<file path="src/rtl/nand_pe_pkg.sv">
package nand_pe_pkg;
  typedef enum logic [2:0] {PH_WREN, PH_LOAD, PH_ERASE, PH_EXEC, PH_POLL} phase_e;
  typedef enum logic [1:0] {ST_IDLE, ST_LOAD, ST_FETCH, ST_SEND} state_e;
  typedef enum logic [1:0] {RES_PASS = 2'd0, RES_FAIL = 2'd1, RES_TIMEOUT = 2'd2} result_e;

  localparam logic [7:0] OP_WREN    = 8'h06;
  localparam logic [7:0] OP_LOAD_X1 = 8'h02;
  localparam logic [7:0] OP_LOAD_X4 = 8'h32;
  localparam logic [7:0] OP_EXEC    = 8'h10;
  localparam logic [7:0] OP_ERASE   = 8'hD8;
  localparam logic [7:0] OP_GETF    = 8'h0F;
  localparam logic [7:0] REG_STATUS = 8'hC0;

  localparam int PLANE_ROW_BIT = 6;
  localparam int PLANE_COL_BIT = 12;
endpackage

</file>
<file path="src/rtl/nand_pe_hdr.sv">
module nand_pe_hdr
  import nand_pe_pkg::*;
(
  input  phase_e      phase_i,
  input  logic [1:0]  idx_i,
  input  logic [23:0] row_i,
  input  logic        two_plane_i,
  input  logic        quad_i,
  output logic [7:0]  hdr_o
);
  logic [15:0] col;
  logic [7:0]  row_byte;

  assign col = two_plane_i ? (16'(row_i[PLANE_ROW_BIT]) << PLANE_COL_BIT) : 16'h0000;

  always_comb begin
    unique case (idx_i)
      2'd1:    row_byte = row_i[23:16];
      2'd2:    row_byte = row_i[15:8];
      default: row_byte = row_i[7:0];
    endcase
  end

  always_comb begin
    hdr_o = 8'h00;
    unique case (phase_i)
      PH_WREN:  hdr_o = OP_WREN;
      PH_LOAD:  hdr_o = (idx_i == 2'd0) ? (quad_i ? OP_LOAD_X4 : OP_LOAD_X1)
                      : (idx_i == 2'd1) ? col[15:8] : col[7:0];
      PH_ERASE: hdr_o = (idx_i == 2'd0) ? OP_ERASE : row_byte;
      PH_EXEC:  hdr_o = (idx_i == 2'd0) ? OP_EXEC : row_byte;
      PH_POLL:  hdr_o = (idx_i == 2'd0) ? OP_GETF : (idx_i == 2'd1) ? REG_STATUS : 8'h00;
      default:  hdr_o = 8'h00;
    endcase
  end
endmodule

</file>
<file path="src/rtl/nand_pe_poll.sv">
module nand_pe_poll
  import nand_pe_pkg::*;
#(
  parameter int POLL_MAX = 100000
) (
  input  logic    clk_i,
  input  logic    rst_ni,
  input  logic    clr_i,
  input  logic    eval_i,
  input  logic    erase_i,
  input  logic    busy_bit_i,
  input  logic    efail_bit_i,
  input  logic    pfail_bit_i,
  output logic    verdict_o,
  output result_e code_o
);
  localparam int CW = $clog2(POLL_MAX + 1);
  localparam logic [CW-1:0] LIM = CW'(POLL_MAX - 1);

  logic [CW-1:0] cnt_q;
  logic          at_lim;

  assign at_lim    = (cnt_q == LIM);
  assign verdict_o = eval_i && (!busy_bit_i || at_lim);

  always_comb begin
    if (busy_bit_i) code_o = RES_TIMEOUT;
    else if (erase_i ? efail_bit_i : pfail_bit_i) code_o = RES_FAIL;
    else code_o = RES_PASS;
  end

  always_ff @(posedge clk_i or negedge rst_ni) begin
    if (!rst_ni) cnt_q <= '0;
    else if (clr_i) cnt_q <= '0;
    else if (eval_i && busy_bit_i && !at_lim) cnt_q <= cnt_q + 1'b1;
  end

  assert_cnt_bound_R8: assert property (@(posedge clk_i) disable iff (!rst_ni)
    cnt_q < CW'(POLL_MAX));
  // while busy the verdict can only be a timeout
  assert_busy_no_fail_R7: assert property (@(posedge clk_i) disable iff (!rst_ni)
    verdict_o && busy_bit_i |-> code_o == RES_TIMEOUT);
endmodule

</file>
<file path="src/rtl/nand_pe_seq.sv">
module nand_pe_seq
  import nand_pe_pkg::*;
#(
  parameter int SECTOR_BYTES = 528,
  parameter int POLL_MAX     = 100000,
  localparam int DATA_MAX    = 8 * SECTOR_BYTES,
  localparam int ADDR_W      = $clog2(DATA_MAX),
  localparam int IDX_W       = ADDR_W + 1
) (
  input  logic              clk_i,
  input  logic              rst_ni,
  input  logic              start_i,
  input  logic              erase_i,
  input  logic [23:0]       row_i,
  input  logic              two_plane_i,
  input  logic              quad_i,
  input  logic              sec8_i,
  output logic              busy_o,
  output logic              done_o,
  output logic [1:0]        result_o,
  output logic              spi_valid_o,
  output logic [7:0]        spi_byte_o,
  output logic              spi_last_o,
  input  logic              spi_ready_i,
  input  logic [7:0]        spi_rx_i,
  output logic              buf_rd_o,
  output logic [ADDR_W-1:0] buf_addr_o,
  input  logic [7:0]        buf_data_i
);
  localparam logic [IDX_W-1:0] LAST4 = IDX_W'(4 * SECTOR_BYTES + 2);
  localparam logic [IDX_W-1:0] LAST8 = IDX_W'(8 * SECTOR_BYTES + 2);

  state_e           state_q;
  phase_e           phase_q;
  logic [IDX_W-1:0] idx_q;
  logic [7:0]       tx_q;
  logic             done_q;
  result_e          result_q;
  logic             erase_q, two_plane_q, quad_q, sec8_q;
  logic [23:0]      row_q;

  logic             accept, is_data, frame_end, hs, eval, verdict;
  logic [7:0]       hdr;
  logic [IDX_W-1:0] data_off;
  result_e          code;
  logic             unused_rx;
  logic             unused_off_msb;

  assign accept    = (state_q == ST_IDLE) && start_i;
  assign is_data   = (phase_q == PH_LOAD) && (idx_q >= IDX_W'(3));
  assign data_off  = idx_q - IDX_W'(3);
  assign hs        = (state_q == ST_SEND) && spi_ready_i;
  assign eval      = hs && frame_end && (phase_q == PH_POLL);
  assign unused_rx = ^{spi_rx_i[7:4], spi_rx_i[1]};
  assign unused_off_msb = data_off[IDX_W-1];

  always_comb begin
    unique case (phase_q)
      PH_WREN:           frame_end = (idx_q == '0);
      PH_LOAD:           frame_end = (idx_q == (sec8_q ? LAST8 : LAST4));
      PH_ERASE, PH_EXEC: frame_end = (idx_q == IDX_W'(3));
      PH_POLL:           frame_end = (idx_q == IDX_W'(2));
      default:           frame_end = 1'b1;
    endcase
  end

  nand_pe_hdr i_hdr (
    .phase_i     (phase_q),
    .idx_i       (idx_q[1:0]),
    .row_i       (row_q),
    .two_plane_i (two_plane_q),
    .quad_i      (quad_q),
    .hdr_o       (hdr)
  );

  nand_pe_poll #(.POLL_MAX(POLL_MAX)) i_poll (
    .clk_i       (clk_i),
    .rst_ni      (rst_ni),
    .clr_i       (accept),
    .eval_i      (eval),
    .erase_i     (erase_q),
    .busy_bit_i  (spi_rx_i[0]),
    .efail_bit_i (spi_rx_i[2]),
    .pfail_bit_i (spi_rx_i[3]),
    .verdict_o   (verdict),
    .code_o      (code)
  );

  always_ff @(posedge clk_i or negedge rst_ni) begin
    if (!rst_ni) begin
      state_q     <= ST_IDLE;
      phase_q     <= PH_WREN;
      idx_q       <= '0;
      tx_q        <= '0;
      done_q      <= 1'b0;
      result_q    <= RES_PASS;
      erase_q     <= 1'b0;
      two_plane_q <= 1'b0;
      quad_q      <= 1'b0;
      sec8_q      <= 1'b0;
      row_q       <= '0;
    end else begin
      done_q <= 1'b0;
      unique case (state_q)
        ST_IDLE: if (start_i) begin
          erase_q     <= erase_i;
          row_q       <= row_i;
          two_plane_q <= two_plane_i;
          quad_q      <= quad_i;
          sec8_q      <= sec8_i;
          phase_q     <= PH_WREN;
          idx_q       <= '0;
          state_q     <= ST_LOAD;
        end
        ST_LOAD: if (is_data) state_q <= ST_FETCH;
                 else begin tx_q <= hdr; state_q <= ST_SEND; end
        ST_FETCH: begin tx_q <= buf_data_i; state_q <= ST_SEND; end
        ST_SEND: if (spi_ready_i) begin
          if (!frame_end) begin
            idx_q   <= idx_q + 1'b1;
            state_q <= ST_LOAD;
          end else begin
            idx_q   <= '0;
            state_q <= ST_LOAD;
            unique case (phase_q)
              PH_WREN:           phase_q <= erase_q ? PH_ERASE : PH_LOAD;
              PH_LOAD:           phase_q <= PH_EXEC;
              PH_ERASE, PH_EXEC: phase_q <= PH_POLL;
              default: if (verdict) begin
                result_q <= code;
                done_q   <= 1'b1;
                state_q  <= ST_IDLE;
              end
            endcase
          end
        end
        default: state_q <= ST_IDLE;
      endcase
    end
  end

  assign busy_o      = (state_q != ST_IDLE);
  assign done_o      = done_q;
  assign result_o    = result_q;
  assign spi_valid_o = (state_q == ST_SEND);
  assign spi_byte_o  = tx_q;
  assign spi_last_o  = frame_end;
  assign buf_rd_o    = (state_q == ST_LOAD) && is_data;
  assign buf_addr_o  = data_off[ADDR_W-1:0];

  assert_tx_hold_R3: assert property (@(posedge clk_i) disable iff (!rst_ni)
    spi_valid_o && !spi_ready_i |=> spi_valid_o && $stable(spi_byte_o) && $stable(spi_last_o));
  assert_buf_rd_load_R3: assert property (@(posedge clk_i) disable iff (!rst_ni)
    buf_rd_o |-> !erase_q && phase_q == PH_LOAD);
  assert_wren_single_R1: assert property (@(posedge clk_i) disable iff (!rst_ni)
    spi_valid_o && phase_q == PH_WREN |-> spi_last_o && spi_byte_o == OP_WREN);
  assert_done_pulse_R9: assert property (@(posedge clk_i) disable iff (!rst_ni)
    done_o |=> !done_o);
  assert_done_not_busy_R9: assert property (@(posedge clk_i) disable iff (!rst_ni)
    done_o |-> !busy_o);
  assert_start_ignored_R10: assert property (@(posedge clk_i) disable iff (!rst_ni)
    busy_o && start_i |=> $stable(row_q) && $stable(erase_q) && $stable(sec8_q));
endmodule

</file>
<file path="config.mk">
export PLATFORM = sky130hd
export DESIGN_NAME = nand_pe_seq
export DESIGN_NICKNAME = d
export VERILOG_FILES = /design/src/rtl/nand_pe_pkg.sv /design/src/rtl/nand_pe_hdr.sv /design/src/rtl/nand_pe_poll.sv /design/src/rtl/nand_pe_seq.sv
export SDC_FILE = /design/constraint.sdc
export NUM_CORES = 1
export LEC_CHECK = 0
export ABC_AREA = 1
export ABC_CLOCK_PERIOD_IN_PS = 2000
export BUFFER_PORTS_ARGS = -buffer_cell sky130_fd_sc_hd__buf_2
export CORE_ASPECT_RATIO = 0.9
export CORE_MARGIN = 2
export CORE_UTILIZATION = 45
export CTS_BUF_LIST = sky130_fd_sc_hd__clkbuf_4 sky130_fd_sc_hd__clkbuf_8
export DETAILED_ROUTE_END_ITERATION = 10
export GPL_TIMING_DRIVEN = 1
export PLACE_DENSITY = 0.73
export SETUP_SLACK_MARGIN = 0.02
export SKIP_LAST_GASP = 1
export SLEW_MARGIN = 5
export SYNTH_ARGS = -nofsm -noshare
export SYNTH_HDL_FRONTEND = slang
export SYNTH_SLANG_ARGS = --single-unit
export TNS_END_PERCENT = 30
</file>
<file path="constraint.sdc">
create_clock -name clk_i -period 2 [get_ports clk_i]
set_clock_uncertainty 0.05 [all_clocks]
set_input_delay 0.2 -clock clk_i [delete_from_list [all_inputs] [get_ports clk_i]]
set_output_delay 0.2 -clock clk_i [all_outputs]
set_load 0.05 [all_outputs]
</file>
==> results.md <==
* Status: finished with violations
* Failing checks: negative hold slack, negative setup slack
* Final hold violation count at 1
* Nature of the critical path startpoint: flop
* Clock sink count at 75
* Grt ovf at 0
* M2 GR Usage at 34.9%
* CTS tree: yes
* DRT Pass-1 Iters at 5
* Adder-cell area share of the yosys netlist at 2.65%
* Fin Hold WS at -0.000850 ns
* Row cnt at 35
* Final WL at 11900 um
* Top_reg_cell synth: dfrtp_1
* Tot GR Track Use at 21.6%
* Cells after Synth at 636
* Fmax at 487 MHz
* Largest family of logic cells by synthesized area: simple AND/OR/NAND/NOR gates
* Post-synthesis xor/xnor area fraction at 4.81%
* Die Width at 112 um
* Max Root-Sink Buffers at 2
* Req. time, crit path at 1.75 ns
* CTS Buf Count at 9
* Worst EP arrival at 1.80 ns
* CTS root buf: clkbuf_8
* Initial Utilization at 46.2%
* Core Area at 0.0102 sq mm
* Max-slew headroom at 72.2%
* Setup violation total in the final timing report at 19
* Multiplexer area fraction after synthesis at 0.635%
* Post-DP HPWL at 8170 um
* Min Tclk post-route at 2.05 ns
* Vias per cell at 5.12
* Nets at 811
* Initial DRC count at 292
* Leak at 3.03 nW
* Simple-gate share of the synthesized area at 38.3%
* Synth cell types at 45
* Fin crit share at 103%
* Peak supply drop at 1.24 mV
* Post-route DRC at 0
* Worst skew pair latency at 0.36 ns
* Final max-slew violation count at 0
* Post-synth ARST share at 100%
* Die Y at 101 um
* Area grow syn2layout at 29.6%
* H-tree depth at 3
* Number of routed nets with antenna violations at 0
* IO buf count at 70
* #FFs+latches synth at 75
* Layout cell share with drive strength beyond 1 at 29.7%
* Setup CP Type: reg -> out
* Layout fillers at 917
* Number of I/O pins at 76
* PnR worst setup slack at -0.0518 ns
* Synthesized Nets at 694
* Area leader, netlist: dfrtp_1
* Synthesized area at 0.00473 sq mm
* Reg2reg start: idx_q[0]
* Vias in the first global route at 4402
* Gpl congestion at 0.916
* Met3 GRT Util at 2.99%
* Share of the synthesized area in the top cell type at 39.7%
* Initial antenna violation count at 0
* Worst-path clk slew at 0.08 ns
* Total chip power at 6.83 mW
* Routed WL per cell at 13.4 um
* First-pass GRT wire length at 20200 um
* CP Max Fanout at 4
* Routed vias at 4539
* Die area at 0.0113 sq mm
* CP startpoint: idx_q[0]
* Compound-Gate Fraction of Synth Area at 6.30%
* Unrepaired setup endpoints after global routing: yes
* Antenna diodes at 0
* GR Util met1 at 30.6%
* Number of flops mapped to enable cells by yosys at 0
* Crit. End Element: primary output
* YS warnings at 0
* Final Util at 59.8%
* Avg Cell Area, Syn at 7.44 sq um
* Hold wc startpoint: row_i[2]
* Maxcap violations at 0
* Worst Max-Slew Pin Slew at 0.414 ns
* Global routing's busiest layer: met2
* Hold/Removal Path Class: in -> reg
* Post-synthesis sequential area ratio at 39.7%
* Dominant cells by area after synthesis: dfrtp_1 40%, nand2_1 18%, nand3_1 5.4%
* Pwr dens at 1120 mW/mm^2
* Largest net degree at the start of global routing at 76
cell families (layout without fill, tap and decap cells):
kind of cell / count (synthesis) / count (layout)
AND/OR/NAND/NOR: 395 / 396
buffers and inverters: 81 / 202
flip-flops: 75 / 75
AO/OA/AOI/OAI: 46 / 46
XOR/XNOR: 26 / 26
adder cells (fa/ha/maj): 10 / 10
multiplexers: 3 / 3
registers in the layout (all words and copies together), names as in the netlist:
signal / flops
result_o: 2
state_q: 2
phase_q: 3
spi_byte_o: 8
quad_q: 1
i_poll.cnt_q: 17
row_q: 24
erase_q: 1
two_plane_q: 1
done_o: 1
idx_q: 14
sec8_q: 1
report_power, final:
part,switching [mW],internal (mW)
clock,0.583,0.873
combinational,2.09,1.09
sequential,0.284,1.91
total,2.96,3.88
what timing repair did:
item                                    CTS  global route
hold endpoints to repair                 96             0
hold buffers                             22             0
endpoints found under the setup margin   17            52
pin swaps                                 7            15
cloned                                    0             1
gates resized for setup                  21            38
setup buffers                            11             8
Yosys cell counts, types with 4 or more instances:
library cell and number:
nand3_2 4, inv_1 47, xor2_1 22, o21ai_0 16
o21ai_2 4, o211ai_1 6, clkbuf_1 13, dfrtp_1 75
nor3_1 11, nor2_1 53, xnor2_1 4, nand2_1 222
nand4_1 5, nand3_1 51, inv_2 7, ha_1 10
nor2_4 9, nor2_2 6, a21oi_1 11, nand2_2 20
final cells by class:
cell class | instances | area, sq um | share of cell area [%]
multi-input cells | 481 | 2680 | 43.8
flip-flops and latches | 75 | 1890 | 30.8
repair buffers | 128 | 925 | 15.1
inverters | 58 | 228 | 3.72
well taps | 129 | 161 | 2.63
clock buffers | 11 | 145 | 2.37
clock inverters | 5 | 100 | 1.63
worst paths after layout:
check / endpoint / slack (ns) / depth (start not counted)
max: buf_addr_o[10] / -0.05 / 7
min: row_q[2] / -0.0008 / 3
max reg2reg: i_poll.cnt_q[15] / -0.04 / 14
min reg2reg: spi_byte_o[3] / 0.44 / 2
max in group asynchronous: idx_q[0] / 1.20 / 3
min in group asynchronous: idx_q[4] / 0.33 / 3
stage by stage:
step	setup WS, ns	hold WS, ns	TNS (ns)	area (sq um)	std cells
2_1_floorplan	-0.240	-0.146	-4.76	4810	636
3_3_place_gp	0.0466	0.215	0	5320	830
5_1_grt	-0.140	0.0158	-3.65	6130	887
4_1_cts	-0.0610	0.000301	-0.212	5940	879
6_report	-0.0518	-0.000850	-0.529	6130	887
3_5_place_dp	-0.0176	0.221	-0.0189	5320	830
critical path, stage by stage (launching register included):
cell and delay, ns:
dfrtp_2 0.46, ha_4 0.19, nor2_4 0.10, nand2_2 0.08, nor2_4 0.13, nand2_2 0.10, xnor2_1 0.17, buf_4 0.22
placed cells by master, fill, tap and decap left out, types with 4 or more instances in the layout:
cell           synthesis  final
nand2_1              222    211
dfrtp_1               75     67
buf_2                  3     62
nor2_1                53     50
inv_1                 47     44
nand3_1               51     43
buf_4                  3     35
nand2_2               20     29
xor2_1                22     22
dlygate4sd3_1          0     22
nor2_4                 9     14
o21ai_0               16     13
nand3_2                4     12
nor3_1                11     11
clkbuf_8               0     10
a21oi_1               11      9
dfrtp_2                0      8
inv_2                  7      7
o211ai_1               6      6
ha_1                  10      6
nand2_4                3      5
nand4_1                5      5
buf_6                  3      5
nor2_2                 6      4
xnor2_1                4      4
o21ai_2                4      4
per-layer routing:
metal | vias to the layer above | share of wire (%)
li1 | 2236 | -
met1 | 2129 | 47
met2 | 161 | 46
met3 | 13 | 6.2
met4 | 0 | 1.2
met5 | - | 0
No activity file was read; power rests on OpenSTA's default activity.
